## src/rtl/pwe_hdr_pkg.sv

```systemverilog
package pwe_hdr_pkg;

   localparam int HDR_BYTES = 16;
   localparam int HDR_BITS  = HDR_BYTES * 8;
   localparam int SEQ_W     = 16;
   localparam int TS_W      = 32;
   localparam int PT_W      = 7;
   localparam int SSRC_W    = 32;

   typedef enum logic [1:0] {ST_IDLE, ST_HDR, ST_FIRST, ST_PAY} state_t;
   typedef enum logic [1:0] {SRC_NONE, SRC_HDR, SRC_HOLD, SRC_IN} src_t;

   // Per-packet values captured with the first payload word
   typedef struct packed {
      logic            l_flag;
      logic            r_flag;
      logic [TS_W-1:0] ts;
   } pkt_meta_t;

   function automatic logic [HDR_BITS-1:0] build_hdr(
      input logic              l_flag,
      input logic              r_flag,
      input logic [SEQ_W-1:0]  seq,
      input logic [PT_W-1:0]   pt,
      input logic [TS_W-1:0]   ts,
      input logic [SSRC_W-1:0] ssrc
   );
      logic [31:0] ctl_word;
      logic [31:0] rtp_word;
      ctl_word = {4'b0000, l_flag, r_flag, 2'b00, 2'b00, 6'd0, seq};
      rtp_word = {2'b10, 1'b0, 1'b0, 4'd0, 1'b0, pt, seq};
      return {ctl_word, rtp_word, ts, ssrc};
   endfunction

endpackage

```

## src/rtl/pwe_hdr_seq.sv

```systemverilog
module pwe_hdr_seq
   import pwe_hdr_pkg::*;
#(
   parameter logic [SEQ_W-1:0] SEQ_INIT = '0
) (
   input  logic             clk,
   input  logic             rst_n,
   input  logic             adv,
   output logic [SEQ_W-1:0] seq
);

   always_ff @(posedge clk) begin
      if (!rst_n) begin
         seq <= SEQ_INIT;
      end else if (adv) begin
         seq <= seq + SEQ_W'(1);
      end
   end

endmodule

```

## src/rtl/pwe_hdr_ctrl.sv

```systemverilog
module pwe_hdr_ctrl
   import pwe_hdr_pkg::*;
#(
   parameter int DATA_W    = 32,
   parameter int HDR_WORDS = 4,
   parameter int PAY_WORDS = 256,
   localparam int HIDX_W   = $clog2(HDR_WORDS),
   localparam int MAXW     = (HDR_WORDS > PAY_WORDS) ? HDR_WORDS : PAY_WORDS,
   localparam int CNT_W    = $clog2(MAXW) + 1
) (
   input  logic              clk,
   input  logic              rst_n,
   input  logic [DATA_W-1:0] in_data,
   input  logic              in_valid,
   output logic              in_ready,
   input  logic              out_ready,
   input  logic              client_fault,
   input  logic              loss_state,
   input  logic [TS_W-1:0]   ts_count,
   output logic [DATA_W-1:0] hold_data,
   output pkt_meta_t         meta,
   output src_t              src,
   output logic [HIDX_W-1:0] hdr_idx,
   output logic              out_valid,
   output logic              out_last,
   output logic              seq_adv
);

   localparam bit ONE_WORD = (PAY_WORDS == 1);

   state_t           state;
   logic [CNT_W-1:0] cnt;
   logic             hdr_end;
   logic             pay_end;

   assign hdr_end = (cnt == CNT_W'(HDR_WORDS - 1));
   assign pay_end = (cnt == CNT_W'(PAY_WORDS - 1));
   assign hdr_idx = cnt[HIDX_W-1:0];

   always_comb begin
      in_ready  = 1'b0;
      out_valid = 1'b0;
      out_last  = 1'b0;
      seq_adv   = 1'b0;
      src       = SRC_NONE;
      case (state)
         ST_IDLE: begin
            in_ready = 1'b1;
         end
         ST_HDR: begin
            out_valid = 1'b1;
            src       = SRC_HDR;
         end
         ST_FIRST: begin
            out_valid = 1'b1;
            src       = SRC_HOLD;
            out_last  = ONE_WORD;
            seq_adv   = ONE_WORD && out_ready;
         end
         default: begin
            out_valid = in_valid;
            in_ready  = out_ready;
            src       = SRC_IN;
            out_last  = pay_end;
            seq_adv   = in_valid && out_ready && pay_end;
         end
      endcase
   end

   always_ff @(posedge clk) begin
      if (!rst_n) begin
         state     <= ST_IDLE;
         cnt       <= '0;
         hold_data <= '0;
         meta      <= '0;
      end else begin
         case (state)
            ST_IDLE: begin
               if (in_valid) begin
                  hold_data   <= in_data;
                  meta.l_flag <= client_fault;
                  meta.r_flag <= loss_state;
                  meta.ts     <= ts_count;
                  cnt         <= '0;
                  state       <= ST_HDR;
               end
            end
            ST_HDR: begin
               if (out_ready) begin
                  if (hdr_end) begin
                     cnt   <= '0;
                     state <= ST_FIRST;
                  end else begin
                     cnt <= cnt + CNT_W'(1);
                  end
               end
            end
            ST_FIRST: begin
               if (out_ready) begin
                  if (ONE_WORD) begin
                     state <= ST_IDLE;
                  end else begin
                     cnt   <= CNT_W'(1);
                     state <= ST_PAY;
                  end
               end
            end
            default: begin
               if (in_valid && out_ready) begin
                  if (pay_end) begin
                     state <= ST_IDLE;
                  end else begin
                     cnt <= cnt + CNT_W'(1);
                  end
               end
            end
         endcase
      end
   end

endmodule

```

## src/rtl/pwe_hdr_mux.sv

```systemverilog
module pwe_hdr_mux
   import pwe_hdr_pkg::*;
#(
   parameter int DATA_W    = 32,
   parameter int HDR_WORDS = 4,
   localparam int HIDX_W   = $clog2(HDR_WORDS)
) (
   input  src_t                src,
   input  logic [HIDX_W-1:0]   hdr_idx,
   input  logic [HDR_BITS-1:0] hdr,
   input  logic [DATA_W-1:0]   hold_data,
   input  logic [DATA_W-1:0]   in_data,
   output logic [DATA_W-1:0]   out_data
);

   logic [DATA_W-1:0] hdr_words [HDR_WORDS];
   logic [DATA_W-1:0] hdr_sel;

   // Header word 0 holds the first transmitted header bytes
   for (genvar w = 0; w < HDR_WORDS; w++) begin : g_slice
      assign hdr_words[w] = hdr[HDR_BITS-1-w*DATA_W -: DATA_W];
   end

   assign hdr_sel = hdr_words[hdr_idx];

   always_comb begin
      case (src)
         SRC_HDR:  out_data = hdr_sel;
         SRC_HOLD: out_data = hold_data;
         SRC_IN:   out_data = in_data;
         default:  out_data = '0;
      endcase
   end

endmodule

```

## src/rtl/pwe_hdr_builder.sv

```systemverilog
module pwe_hdr_builder
   import pwe_hdr_pkg::*;
#(
   parameter int               DATA_W        = 32,
   parameter int               PAYLOAD_BYTES = 1024,
   parameter logic [SEQ_W-1:0] SEQ_INIT      = '0
) (
   input  logic              clk,
   input  logic              rst_n,
   input  logic [DATA_W-1:0] in_data,
   input  logic              in_valid,
   output logic              in_ready,
   input  logic              client_fault,
   input  logic              loss_state,
   input  logic [31:0]       ts_count,
   input  logic [6:0]        cfg_pt,
   input  logic [31:0]       cfg_ssrc,
   output logic [DATA_W-1:0] out_data,
   output logic              out_valid,
   input  logic              out_ready,
   output logic              out_last
);

   localparam int HDR_WORDS = HDR_BITS / DATA_W;
   localparam int PAY_WORDS = (PAYLOAD_BYTES * 8) / DATA_W;
   localparam int HIDX_W    = $clog2(HDR_WORDS);

   if ((DATA_W < 8) || (DATA_W > 64) || (DATA_W % 8 != 0)
       || (HDR_BITS % DATA_W != 0)) begin : g_bad_width
      $error("pwe_hdr_builder: DATA_W must be 8, 16, 32 or 64");
   end
   if ((PAYLOAD_BYTES < 1) || ((PAYLOAD_BYTES * 8) % DATA_W != 0)) begin : g_bad_size
      $error("pwe_hdr_builder: PAYLOAD_BYTES must fill whole words");
   end

   logic [DATA_W-1:0]   hold_data;
   pkt_meta_t           meta;
   src_t                src;
   logic [HIDX_W-1:0]   hdr_idx;
   logic                seq_adv;
   logic [SEQ_W-1:0]    seq;
   logic [HDR_BITS-1:0] hdr;

   pwe_hdr_ctrl #(
      .DATA_W    (DATA_W),
      .HDR_WORDS (HDR_WORDS),
      .PAY_WORDS (PAY_WORDS)
   ) ctrl_i (
      .clk          (clk),
      .rst_n        (rst_n),
      .in_data      (in_data),
      .in_valid     (in_valid),
      .in_ready     (in_ready),
      .out_ready    (out_ready),
      .client_fault (client_fault),
      .loss_state   (loss_state),
      .ts_count     (ts_count),
      .hold_data    (hold_data),
      .meta         (meta),
      .src          (src),
      .hdr_idx      (hdr_idx),
      .out_valid    (out_valid),
      .out_last     (out_last),
      .seq_adv      (seq_adv)
   );

   pwe_hdr_seq #(
      .SEQ_INIT (SEQ_INIT)
   ) seq_i (
      .clk   (clk),
      .rst_n (rst_n),
      .adv   (seq_adv),
      .seq   (seq)
   );

   assign hdr = build_hdr(meta.l_flag, meta.r_flag, seq, cfg_pt, meta.ts, cfg_ssrc);

   pwe_hdr_mux #(
      .DATA_W    (DATA_W),
      .HDR_WORDS (HDR_WORDS)
   ) mux_i (
      .src       (src),
      .hdr_idx   (hdr_idx),
      .hdr       (hdr),
      .hold_data (hold_data),
      .in_data   (in_data),
      .out_data  (out_data)
   );

endmodule

```

## config.mk

```make
export PLATFORM = sky130hd
export DESIGN_NAME = pwe_hdr_builder
export DESIGN_NICKNAME = d
export VERILOG_FILES = /design/src/rtl/pwe_hdr_pkg.sv /design/src/rtl/pwe_hdr_seq.sv /design/src/rtl/pwe_hdr_ctrl.sv /design/src/rtl/pwe_hdr_mux.sv /design/src/rtl/pwe_hdr_builder.sv
export SDC_FILE = /design/constraint.sdc
export NUM_CORES = 1
export LEC_CHECK = 0
export ABC_AREA = 1
export CORE_MARGIN = 2
export CORE_UTILIZATION = 52
export DETAILED_ROUTE_END_ITERATION = 16
export PLACE_DENSITY = 0.92
export SLEW_MARGIN = 20
export SYNTH_ARGS = -nofsm -noshare
export SYNTH_HDL_FRONTEND = slang
export SYNTH_SLANG_ARGS = --single-unit
```

## constraint.sdc

```tcl
create_clock -name clk -period 6.3 [get_ports clk]
set_input_delay 0.63 -clock clk [delete_from_list [all_inputs] [get_ports clk]]
set_output_delay 0.63 -clock clk [all_outputs]
set_load 0.01 [all_outputs]
```

==> results of run 1 <==
[power by group]
part	switching (W)	internal, W
Sequential	0.0000801	0.000709
Combinational	0.000616	0.000339
Clock	0.000212	0.000185
Total	0.000908	0.00123
[state kept, by name (all words and copies together) (netlist names)]
signal            count
ctrl_i.hold_data     32
ctrl_i.state          2
ctrl_i.meta          34
ctrl_i.cnt            9
seq_i.seq            16
[synthesized netlist by cell type]
library cell and count:
sky130_fd_sc_hd__dfxtp_1 93, sky130_fd_sc_hd__nand3b_1 2, sky130_fd_sc_hd__nand4_1 2, sky130_fd_sc_hd__nand3_1 23, sky130_fd_sc_hd__nor2_4 3, sky130_fd_sc_hd__a31oi_1 16, sky130_fd_sc_hd__o21ai_0 82, sky130_fd_sc_hd__nor2_1 226
sky130_fd_sc_hd__a22o_1 16, sky130_fd_sc_hd__o21a_1 1, sky130_fd_sc_hd__nor3_1 5, sky130_fd_sc_hd__nor3_4 1, sky130_fd_sc_hd__clkbuf_1 35, sky130_fd_sc_hd__a41oi_1 2, sky130_fd_sc_hd__ha_1 9, sky130_fd_sc_hd__o21bai_1 3
sky130_fd_sc_hd__nand3_2 2, sky130_fd_sc_hd__o211ai_1 3, sky130_fd_sc_hd__inv_2 9, sky130_fd_sc_hd__a211oi_1 3, sky130_fd_sc_hd__a21oi_1 41, sky130_fd_sc_hd__nor4_1 1, sky130_fd_sc_hd__clkinv_1 2, sky130_fd_sc_hd__nand2_2 1
sky130_fd_sc_hd__o21ai_1 33, sky130_fd_sc_hd__nand2_1 100, sky130_fd_sc_hd__nor2_2 1, sky130_fd_sc_hd__nor3b_1 1, sky130_fd_sc_hd__buf_2 10, sky130_fd_sc_hd__xor2_1 1, sky130_fd_sc_hd__inv_1 29
[area by class of cell]
cell class,count,area (um^2),area share [%]
Multi-Input combinational cell,578,2730,41.6
Tap cell,111,139,2.12
Inverter,40,150,2.29
Clock buffer,11,131,2.01
Sequential cell,93,1860,28.4
Timing Repair Buffer,150,1480,22.6
Clock inverter,5,58.8,0.898
[tightest hold or removal path: cells and delay by family (launching register included)]
kind / cells / cell delay [ps]
flip-flops: 1 / 330
AND/OR/NAND/NOR: 2 / 120
[per-layer routing]
layer  up-vias  GRT usage, %
met1      2544          41.4
met2       299          48.9
met5         -             0
met3        43          5.87
li1       2721             -
met4         0          12.0
[through the flow]
| stage | hold WS [ps] | util [%] |
|---|---|---|
| floorplan | 449 | - |
| global placement | 458 | 69.1 |
| detailed placement | 467 | 69.1 |
| CTS | 488 | 71.2 |
| global route | 515 | 71.2 |
| finish | 487 | 71.2 |
[worst paths after layout]
kind / startpoint / endpoint / slack, ps
worst max-delay path: ctrl_i.state[1] / out_data[24] / 2430
worst min-delay path: ctrl_i.meta[18] / ctrl_i.meta[18] / 490
worst max register to register: ctrl_i.cnt[1] / seq_i.seq[15] / 3560
worst min register to register: ctrl_i.meta[18] / ctrl_i.meta[18] / 490
[cells by family after synthesis]
group                      count (synthesis)
and+or+nand+nor                          368
DFF                                       93
buffers and inverters                     85
AOI/OAI and AO/OA                        200
adders and majority gates                  9
xor gates and xnor gates                   1
[layout by cell type (no fill, tap or decap), types with 7 or more instances in the layout]
master                            Yosys  routed
sky130_fd_sc_hd__o21ai_0             82      82
sky130_fd_sc_hd__dfxtp_1             93      93
sky130_fd_sc_hd__buf_4                0       7
sky130_fd_sc_hd__nor2_1             226     226
sky130_fd_sc_hd__clkdlybuf4s50_1      0     142
sky130_fd_sc_hd__ha_1                 9       9
sky130_fd_sc_hd__nand2_1            100      99
sky130_fd_sc_hd__nand3_1             23      23
sky130_fd_sc_hd__inv_2                9       9
sky130_fd_sc_hd__clkbuf_8             0       9
sky130_fd_sc_hd__a22o_1              16      16
sky130_fd_sc_hd__inv_1               29      29
sky130_fd_sc_hd__a21oi_1             41      41
sky130_fd_sc_hd__a31oi_1             16      16
sky130_fd_sc_hd__o21ai_1             33      33
==> load_flow_metrics.sql, run 1 <==
INSERT INTO impl_metrics (metric_group, metric, value, unit) VALUES
('layout', 'layoutNonFillerInstCount', '988', ''),
('layout', 'design.final.nets', '990', ''),
('synth', 'post_synth.cell_area_avg', '6.50', 'um^2'),
('layout', 'antenna_cells_inserted', '0', ''),
('placement', 'dp_cells', '972', ''),
('detailed_routing', 'detail_route.wl_per_cell', '16.1', 'um'),
('synth', 'cell_taking_the_most_area_after_synthesis', 'sky130_fd_sc_hd__dfxtp_1', ''),
('grt', 'grt_start_max_net_pins', '86', ''),
('grt', 'antenna_violations_before_repair', '0', ''),
('detailed_routing', 'wl_met2', '7360', 'um'),
('floorplan', 'floorplan.rows', '35', ''),
('layout', 'layout.cell_area.non_filler', '6550', 'um^2'),
('floorplan', 'initial_utilization', '53.5', '%'),
('cts', 'post_cts_resized', '0', ''),
('grt', 'grt_overflow_total', '0', ''),
('sta', 'timing_worst_slew_pin_value', '872', 'ps'),
('detailed_routing', 'wl_met3', '1420', 'um'),
('critical_path', 'cp_slowest_stage_delay', '680', 'ps'),
('cts', 'worstSkewPairLatency', '360', 'ps'),
('cts', 'clock_tree.root_cell', 'sky130_fd_sc_hd__clkbuf_8', ''),
('sta', 'worst_clock_skew', '8.40', 'ps'),
('cts', 'cts.hold.buffers_added', '0', ''),
('synth', 'yosys_warnings', '0', ''),
('critical_path', 'timing.critical_path.buf_inv', '2', ''),
('status', 'run_status', 'completed', ''),
('power', 'power', '0.00214', 'W'),
('synth', 'synth_top_family_by_area', 'simple AND/OR/NAND/NOR gates', ''),
('sta', 'fin_ws', '2430', 'ps'),
('power', 'cellPowerDensity', '327', 'nW/um^2'),
('sta', 'timing.max_slew.rel_slack', '41.7', '%'),
('sta', 'finalCritPeriodShare', '61.5', '%'),
('placement', 'place_hpwl', '10900', 'um'),
('synth', 'number_of_different_library_cells_in_the_post_synthesis_netlist', '31', ''),
('detailed_routing', 'routed_wirelength', '15900', 'um'),
('critical_path', 'worstSetupPathType', 'reg2out', ''),
('detailed_routing', 'drt-pass1-iter-count', '6', ''),
('detailed_routing', 'routed.top_layer', 'met4', ''),
('placement', 'place.port_buffers', '143', ''),
('floorplan', 'floorplan.die_area', '10200', 'um^2'),
('floorplan', 'die-height', '101', 'um'),
('detailed_routing', 'drt_iter0_markers', '526', ''),
('synth', 'synth-seq-area-share', '37.9', '%'),
('grt', 'first_global_vias', '5162', ''),
('placement', 'gpl.final_weighted_congestion', '0.993', ''),
('power', 'power.leakage', '2.48', 'nW'),
('worst_hold_path', 'hp-class', 'reg2reg', ''),
('cts', 'cts_inserted_buffers', '9', ''),
('placement', 'post_dp_cell_area', '6350', 'um^2'),
('cts', 'cts_tree', 'yes', ''),
('power', 'vdd_ir_drop_max', '192', 'uV'),
('floorplan', 'design.core.area', '9200', 'um^2'),
('floorplan', 'die_span_x', '101', 'um'),
('critical_path', 'ff2ff_path_depth', '12', ''),
('sta', 'unrepaired_setup_endpoints_after_global_routing', 'no', ''),
('synth', 'yosys_register_bits', '93', ''),
('cts', 'post_cts_setup_buffers', '0', ''),
('detailed_routing', 'drc', '0', ''),
('sta', 'finalSetupViolCount', '0', ''),
('detailed_routing', 'ant_nets', '0', ''),
('sta', 'fmaxAchievable', '258', 'MHz'),
('cts', 'clock_sink_count', '93', ''),
('layout', 'n_fill_cell', '766', ''),
('cts', 'max-clock-path-buffers', '2', ''),
('sta', 'finalSetupTns', '0', 'ps'),
('critical_path', 'cp-start-kind', 'register', ''),
('synth', 'synth_simple_gate_area_share', '30.3', '%'),
('synth', 'synthMuxAreaShare', '0', '%'),
('critical_path', 'critical_path.cell_chain', 'inv_1 -> ha_1 -> nand2_1 -> nor2_1 -> o21ai_1 -> a31oi_1 -> clkdlybuf4s50_1', ''),
('detailed_routing', 'drt-vias-per-instance', '5.68', ''),
('synth', 'synth.top_cell.area_share', '37.9', '%'),
('critical_path', 'cp-end-kind', 'primary output', '');
Note: power is estimated with default switching activity, not from simulation.
==> run 2, diff against run 1 <==
- CORE_UTILIZATION: 52 -> 48
- PLACE_DENSITY: 0.92 -> 0.86
- clock period: 6.3 -> 3.75 ns (I/O delays scaled with it)
==> run 2 against run 1 <==
Compared with the run above: count of clock-buffer cells in the layout down 1; sequential power up 70%; critical path depth up 1; utilization down 4.0 points; final area up 1.2%.
==> load_flow_metrics.sql, run 2 (same netlist as run 1, synthesis figures left out) <==
INSERT INTO impl_metrics (metric_group, metric, value, unit) VALUES
('power', 'power.leakage', '2.51', 'nW'),
('sta', 'finalSetupTns', '0', 'ps'),
('grt', 'global_routing_s_busiest_layer', 'met2', ''),
('sta', 'fin_ws', '427', 'ps'),
('cts', 'post_cts_setup_buffers', '0', ''),
('critical_path', 'timing.critical_path.buf_inv', '3', ''),
('placement', 'place.port_buffers', '143', ''),
('floorplan', 'initial_utilization', '49.8', '%'),
('detailed_routing', 'routed_wirelength', '15700', 'um'),
('grt', 'grt_start_max_net_pins', '67', ''),
('cts', 'max-clock-path-buffers', '2', ''),
('critical_path', 'cp.depth', '8', ''),
('cts', 'worstSkewPairLatency', '360', 'ps'),
('critical_path', 'ff2ff_path_depth', '11', ''),
('floorplan', 'floorplan.die_area', '11100', 'um^2'),
('critical_path', 'reg2reg_slack', '920', 'ps'),
('cts', 'clock_sink_count', '93', ''),
('critical_path', 'timing.critical_path.to', 'out_data[7]', ''),
('layout', 'layoutNonFillerInstCount', '1012', ''),
('power', 'sw_frac_of_total', '41.4', '%'),
('detailed_routing', 'detail_route.wl_per_cell', '15.5', 'um'),
('grt', 'grt_util_all_layers', '28.6', '%'),
('critical_path', 'crit-reg2reg-capture', 'seq_i.seq[13]', ''),
('cts', 'post_cts_resized', '0', ''),
('critical_path', 'cp-start-kind', 'register', ''),
('critical_path', 'critPathMaxFanout', '24', ''),
('layout', 'utilization', '67.1', '%'),
('cts', 'cts_inserted_buffers', '9', ''),
('worst_hold_path', 'hp-class', 'reg2reg', ''),
('grt', 'antenna_violations_before_repair', '0', ''),
('cts', 'cts_tree', 'yes', ''),
('detailed_routing', 'drt-vias-per-instance', '5.42', ''),
('grt', 'grt_util_met3', '5.36', '%'),
('sta', 'fin_crit', '3320', 'ps'),
('grt', 'grt_overflow_total', '0', ''),
('cts', 'htree_num_levels', '3', ''),
('sta', 'timing_worst_slew_pin_value', '942', 'ps'),
('grt', 'first_global_vias', '4942', ''),
('power', 'comb_power_share', '43.9', '%'),
('sta', 'max_slew_violation_count', '0', ''),
('layout', 'antenna_cells_inserted', '0', ''),
('sta', 'timing.max_slew.rel_slack', '37.1', '%'),
('power', 'cellPowerDensity', '558', 'nW/um^2'),
('sta', 'finalCritPeriodShare', '88.6', '%'),
('detailed_routing', 'ant_nets', '0', ''),
('critical_path', 'critical_path.top_delay_family', 'buffers and inverters', ''),
('power', 'vdd_ir_drop_max', '333', 'uV'),
('run', 'maxCapViolations', '0', ''),
('grt', 'grt_util_met1', '40.4', '%'),
('sta', 'unrepaired_setup_endpoints_after_global_routing', 'no', ''),
('layout', 'drive_gt1_share', '4.89', '%'),
('layout', 'number_of_flip_flops_in_the_largest_register', '34', ''),
('placement', 'place_hpwl', '11100', 'um'),
('placement', 'post_dp_cell_area', '6410', 'um^2'),
('critical_path', 'crit_required', '3380', 'ps'),
('layout', 'top_register', 'ctrl_i.meta', ''),
('layout', 'mostFrequentLayoutCells', '226 x sky130_fd_sc_hd__nor2_1, 142 x sky130_fd_sc_hd__clkdlybuf4s50_1, 99 x sky130_fd_sc_hd__nand2_1', ''),
('layout', 'layout_commonest_cell', 'sky130_fd_sc_hd__nor2_1', ''),
('critical_path', 'worstSetupPathType', 'reg2out', ''),
('sta', 'fmaxAchievable', '301', 'MHz'),
('sta', 'finalSetupViolCount', '0', ''),
('status', 'run_status', 'completed', ''),
('critical_path', 'cp-end-kind', 'primary output', ''),
('grt', 'groute.layer.met2.usage', '43.2', '%'),
('floorplan', 'io-pin-count', '144', ''),
('floorplan', 'design.core.area', '9860', 'um^2'),
('power', 'p_sw', '0.00153', 'W'),
('detailed_routing', 'drt_iter0_markers', '391', ''),
('cts', 'clk_pin_slew', '90', 'ps'),
('detailed_routing', 'drc', '0', ''),
('critical_path', 'critical_path.slowest_cell', 'sky130_fd_sc_hd__nand2_1', ''),
('cts', 'clock_tree.root_cell', 'sky130_fd_sc_hd__clkbuf_8', ''),
('cts', 'cts.hold.buffers_added', '0', ''),
('floorplan', 'die-height', '105', 'um'),
('power', 'seqPwrFrac', '36.1', '%'),
('critical_path', 'startpoint', 'ctrl_i.state[1]', ''),
('critical_path', 'critical_path_arrival', '2950', 'ps'),
('detailed_routing', 'detailroute.via_count', '5482', ''),
('critical_path', 'critical_path.cell_chain', 'inv_1 -> ha_1 -> buf_4 -> nand2_1 -> nor2_1 -> o21ai_0 -> a21oi_1 -> clkdlybuf4s50_1', ''),
('power', 'power_frac_clock', '20.0', '%'),
('floorplan', 'die_span_x', '105', 'um'),
('sta', 'worst_clock_skew', '9.35', 'ps'),
('detailed_routing', 'drt-pass1-iter-count', '5', ''),
('placement', 'gpl.final_weighted_congestion', '0.935', ''),
('layout', 'largestRegisters', 'ctrl_i.meta: 34 flops, ctrl_i.hold_data: 32 flops, seq_i.seq: 16 flops', ''),
('layout', 'area.growth.synth_to_final', '34.7', '%'),
('placement', 'dp_cells', '996', ''),
('placement', 'dp_slack', '852', 'ps'),
('layout', 'design.final.nets', '992', ''),
('critical_path', 'cp_slowest_stage_delay', '580', 'ps'),
('grt', 'grt_first_pass_wirelength', '25200', 'um'),
('critical_path', 'reg2reg_from', 'ctrl_i.cnt[0]', ''),
('floorplan', 'floorplan.rows', '36', ''),
('power', 'power.internal', '0.00217', 'W'),
('sta', 'report.final.hold_viol_count', '0', ''),
('layout', 'layout.cell_area.non_filler', '6620', 'um^2');
[run 2: cell count changes in the layout (fill, tap and decap cells not counted)]
cell	delta
sky130_fd_sc_hd__buf_12	+1
sky130_fd_sc_hd__clkinv_2	+1
sky130_fd_sc_hd__bufinv_16	+1
sky130_fd_sc_hd__clkbuf_1	-1
sky130_fd_sc_hd__clkinvlp_4	-1
sky130_fd_sc_hd__buf_4	+1
[run 2: power by group through the flow]
stage               Sequential [W]  Clock, W  Combinational [W]
floorplan                  0.00130         0            0.00107
global placement           0.00134         0            0.00158
detailed placement         0.00135         0            0.00160
CTS                        0.00133  0.000743            0.00160
global route               0.00137  0.000790            0.00180
finish                     0.00134  0.000738            0.00162
[run 2: cell type report]
| cell class | count | area, um^2 |
|---|---|---|
| clock buffer | 10 | 128 |
| clock inverter | 6 | 86.3 |
| fill | 851 | 3240 |
| inverter | 40 | 150 |
| multi-input combinational | 578 | 2730 |
| sequential | 93 | 1860 |
| tap | 133 | 166 |
| timing repair buffer | 152 | 1510 |
[run 2: through the flow]
| stage | power [W] | hold WS (ps) |
|---|---|---|
| after floorplan | 0.00237 | 449 |
| after global placement | 0.00292 | 458 |
| after global routing | 0.00396 | 509 |
| after CTS | 0.00368 | 491 |
| after detailed placement | 0.00295 | 469 |
| final | 0.00370 | 488 |
[run 2: how the worst min path moves through the flow]
stage / from / end / cells after the start
after global placement: ctrl_i.meta[21] / ctrl_i.meta[21] / 2
after CTS: ctrl_i.meta[19] / ctrl_i.meta[19] / 2
after global routing: ctrl_i.hold_data[13] / ctrl_i.hold_data[13] / 2
after floorplan: ctrl_i.meta[0] / ctrl_i.meta[0] / 2
after detailed placement: ctrl_i.meta[19] / ctrl_i.meta[19] / 2
final: ctrl_i.hold_data[5] / ctrl_i.hold_data[5] / 2
[run 2: routing by layer]
metal	part of all wire (%)	wire length, um
met1	44	6900
met5	0	0
met2	45	7100
met3	8.9	1400
met4	2.2	340
[run 2: worst min-delay path, stage by stage (launching register included)]
cell                      delay, ps
sky130_fd_sc_hd__dfxtp_1        330
sky130_fd_sc_hd__nor2_1          50
sky130_fd_sc_hd__nor2_1          80
==> run 3, diff against run 2 <==
- CORE_UTILIZATION: 48 -> 40
- PLACE_DENSITY: 0.86 -> 0.74
==> run 3 against run 2 <==
Compared with the run above: die area increased by 19%; sequential share of layout area shrank 0.46 points; clock power rose by 27%; first-iteration DRC count up 10%; worst hold slack got worse by 9.8 ps; global-route usage fell by 4.8 points; flip-flop and latch count unchanged; final area is 1.7% higher; power grew 4.8%; register-to-register slack improved by 200 ps; critical endpoint is now out_data[12]; largest cell class unchanged; largest power group unchanged.
==> load_flow_metrics.sql, run 3 (same netlist as run 1, synthesis figures left out) <==
INSERT INTO impl_metrics (metric_group, metric, value, unit) VALUES
('layout', 'drive_gt1_share', '5.22', '%'),
('critical_path', 'cp-end-kind', 'primary output', ''),
('layout', 'layoutNonFillerInstCount', '1028', ''),
('critical_path', 'ff2ff_path_depth', '11', ''),
('sta', 'worst_clock_skew', '9.82', 'ps'),
('cts', 'cts.hold.buffers_added', '0', ''),
('status', 'run_status', 'completed', ''),
('critical_path', 'reg2reg_from', 'ctrl_i.cnt[1]', ''),
('critical_path', 'startpoint', 'ctrl_i.state[1]', ''),
('placement', 'gpl.final_weighted_congestion', '0.920', ''),
('cts', 'post_cts_resized', '0', ''),
('layout', 'largestRegisters', 'ctrl_i.meta: 34 flops, ctrl_i.hold_data: 32 flops, seq_i.seq: 16 flops', ''),
('detailed_routing', 'drt-pass1-iter-count', '5', ''),
('placement', 'dp_slack', '943', 'ps'),
('floorplan', 'die-height', '115', 'um'),
('layout', 'number_of_flip_flops_in_the_largest_register', '34', ''),
('grt', 'grt_first_pass_wirelength', '24800', 'um'),
('grt', 'antenna_violations_before_repair', '0', ''),
('critical_path', 'crit_required', '3380', 'ps'),
('critical_path', 'critical_path_arrival', '2830', 'ps'),
('sta', 'timing.max_slew.rel_slack', '40.7', '%'),
('critical_path', 'cp-start-kind', 'register', ''),
('layout', 'top_register', 'ctrl_i.meta', ''),
('detailed_routing', 'drt_iter0_markers', '430', ''),
('cts', 'post_cts_setup_buffers', '0', ''),
('placement', 'dp_cells', '1012', ''),
('cts', 'htree_num_levels', '3', ''),
('floorplan', 'io-pin-count', '144', ''),
('cts', 'cts_tree', 'yes', ''),
('layout', 'layout_commonest_cell', 'sky130_fd_sc_hd__nor2_1', ''),
('power', 'cellPowerDensity', '575', 'nW/um^2'),
('sta', 'max_slew_violation_count', '0', ''),
('detailed_routing', 'routed_wirelength', '15600', 'um'),
('power', 'vdd_ir_drop_max', '260', 'uV'),
('cts', 'clock_tree.root_cell', 'sky130_fd_sc_hd__clkbuf_16', ''),
('critical_path', 'worstSetupPathType', 'reg2out', ''),
('detailed_routing', 'drc', '0', ''),
('placement', 'place.port_buffers', '143', ''),
('grt', 'grt_overflow_total', '0', ''),
('floorplan', 'design.core.area', '12000', 'um^2'),
('grt', 'grt_util_all_layers', '23.8', '%'),
('grt', 'grt_start_max_net_pins', '67', ''),
('floorplan', 'initial_utilization', '40.9', '%'),
('grt', 'first_global_vias', '4757', ''),
('layout', 'antenna_cells_inserted', '0', ''),
('detailed_routing', 'detailroute.via_count', '5295', ''),
('power', 'power.leakage', '2.55', 'nW'),
('layout', 'mostFrequentLayoutCells', '226 x sky130_fd_sc_hd__nor2_1, 142 x sky130_fd_sc_hd__clkdlybuf4s50_1, 99 x sky130_fd_sc_hd__nand2_1', ''),
('layout', 'area.growth.synth_to_final', '37.0', '%'),
('critical_path', 'critPathMaxFanout', '24', ''),
('sta', 'timing_worst_slew_pin_value', '890', 'ps'),
('cts', 'clock_sink_count', '93', ''),
('cts', 'max-clock-path-buffers', '2', ''),
('detailed_routing', 'drt-vias-per-instance', '5.15', ''),
('floorplan', 'die_span_x', '115', 'um'),
('floorplan', 'floorplan.die_area', '13200', 'um^2'),
('layout', 'design.final.nets', '994', ''),
('placement', 'place_hpwl', '11200', 'um'),
('worst_hold_path', 'hp-class', 'reg2reg', ''),
('critical_path', 'reg2reg_slack', '1120', 'ps'),
('cts', 'cts_inserted_buffers', '9', ''),
('sta', 'report.final.hold_viol_count', '0', ''),
('critical_path', 'crit-reg2reg-capture', 'seq_i.seq[13]', ''),
('detailed_routing', 'detail_route.wl_per_cell', '15.2', 'um'),
('sta', 'unrepaired_setup_endpoints_after_global_routing', 'no', ''),
('cts', 'clk_pin_slew', '70', 'ps'),
('sta', 'finalSetupTns', '0', 'ps'),
('sta', 'fmaxAchievable', '312', 'MHz'),
('detailed_routing', 'ant_nets', '0', ''),
('sta', 'finalCritPeriodShare', '85.4', '%'),
('sta', 'fin_crit', '3200', 'ps'),
('cts', 'worstSkewPairLatency', '340', 'ps'),
('floorplan', 'floorplan.rows', '40', ''),
('sta', 'finalSetupViolCount', '0', ''),
('critical_path', 'timing.critical_path.to', 'out_data[12]', ''),
('run', 'maxCapViolations', '0', ''),
('sta', 'fin_ws', '546', 'ps');
[run 3: worst min path at each step]
| stage | start | endpoint | slack (ps) | depth (start not counted) |
|---|---|---|---|---|
| after floorplan | ctrl_i.meta[0] | ctrl_i.meta[0] | 450 | 2 |
| after global placement | ctrl_i.meta[18] | ctrl_i.meta[18] | 460 | 2 |
| after detailed placement | ctrl_i.meta[17] | ctrl_i.meta[17] | 470 | 2 |
| after CTS | ctrl_i.meta[18] | ctrl_i.meta[18] | 480 | 2 |
| after global routing | ctrl_i.meta[18] | ctrl_i.meta[18] | 500 | 2 |
| final | ctrl_i.meta[18] | ctrl_i.meta[18] | 480 | 2 |
[run 3: power breakdown]
| group | switching [W] | internal, W |
|---|---|---|
| clock | 0.000411 | 0.000528 |
| combinational | 0.00102 | 0.000594 |
| sequential | 0.000131 | 0.00119 |
[run 3: area by class of cell]
class,count,area (um^2)
flip-flops and latches,93,1860
repair buffers,154,1510
well taps,147,184
clock buffers,9,225
fillers,1177,5280
multi-input cells,578,2730
clock inverters,7,80.1
inverters,40,150
[run 3: per-layer routing]
metal / track usage (%) / share of wire, % / vias to the layer above
met1: 34.6 / 48 / 2385
li1: - / - / 2728
met4: 6.59 / 1.5 / 0
met3: 3.27 / 5.6 / 13
met2: 36.9 / 45 / 169
met5: 0 / 0 / -
[run 3: stage by stage]
step	utilization, %	hold slack (ps)	area (um^2)	power, W
6_report	56.1	478	6740	0.00388
3_5_place_dp	53.5	467	6430	0.00294
3_3_place_gp	53.5	457	6430	0.00293
5_1_grt	56.1	501	6740	0.00415
2_1_floorplan	-	449	4920	0.00237
4_1_cts	56.1	482	6740	0.00389
[run 3: worst max-delay path, cell delays in order (launching register included)]
cell and delay, ps:
sky130_fd_sc_hd__dfxtp_1 360, sky130_fd_sc_hd__inv_1 110, sky130_fd_sc_hd__ha_1 530, sky130_fd_sc_hd__nand2_1 100
sky130_fd_sc_hd__buf_4 250, sky130_fd_sc_hd__nor3_1 290, sky130_fd_sc_hd__a211oi_1 90, sky130_fd_sc_hd__nor2_1 180
sky130_fd_sc_hd__clkdlybuf4s50_1 570
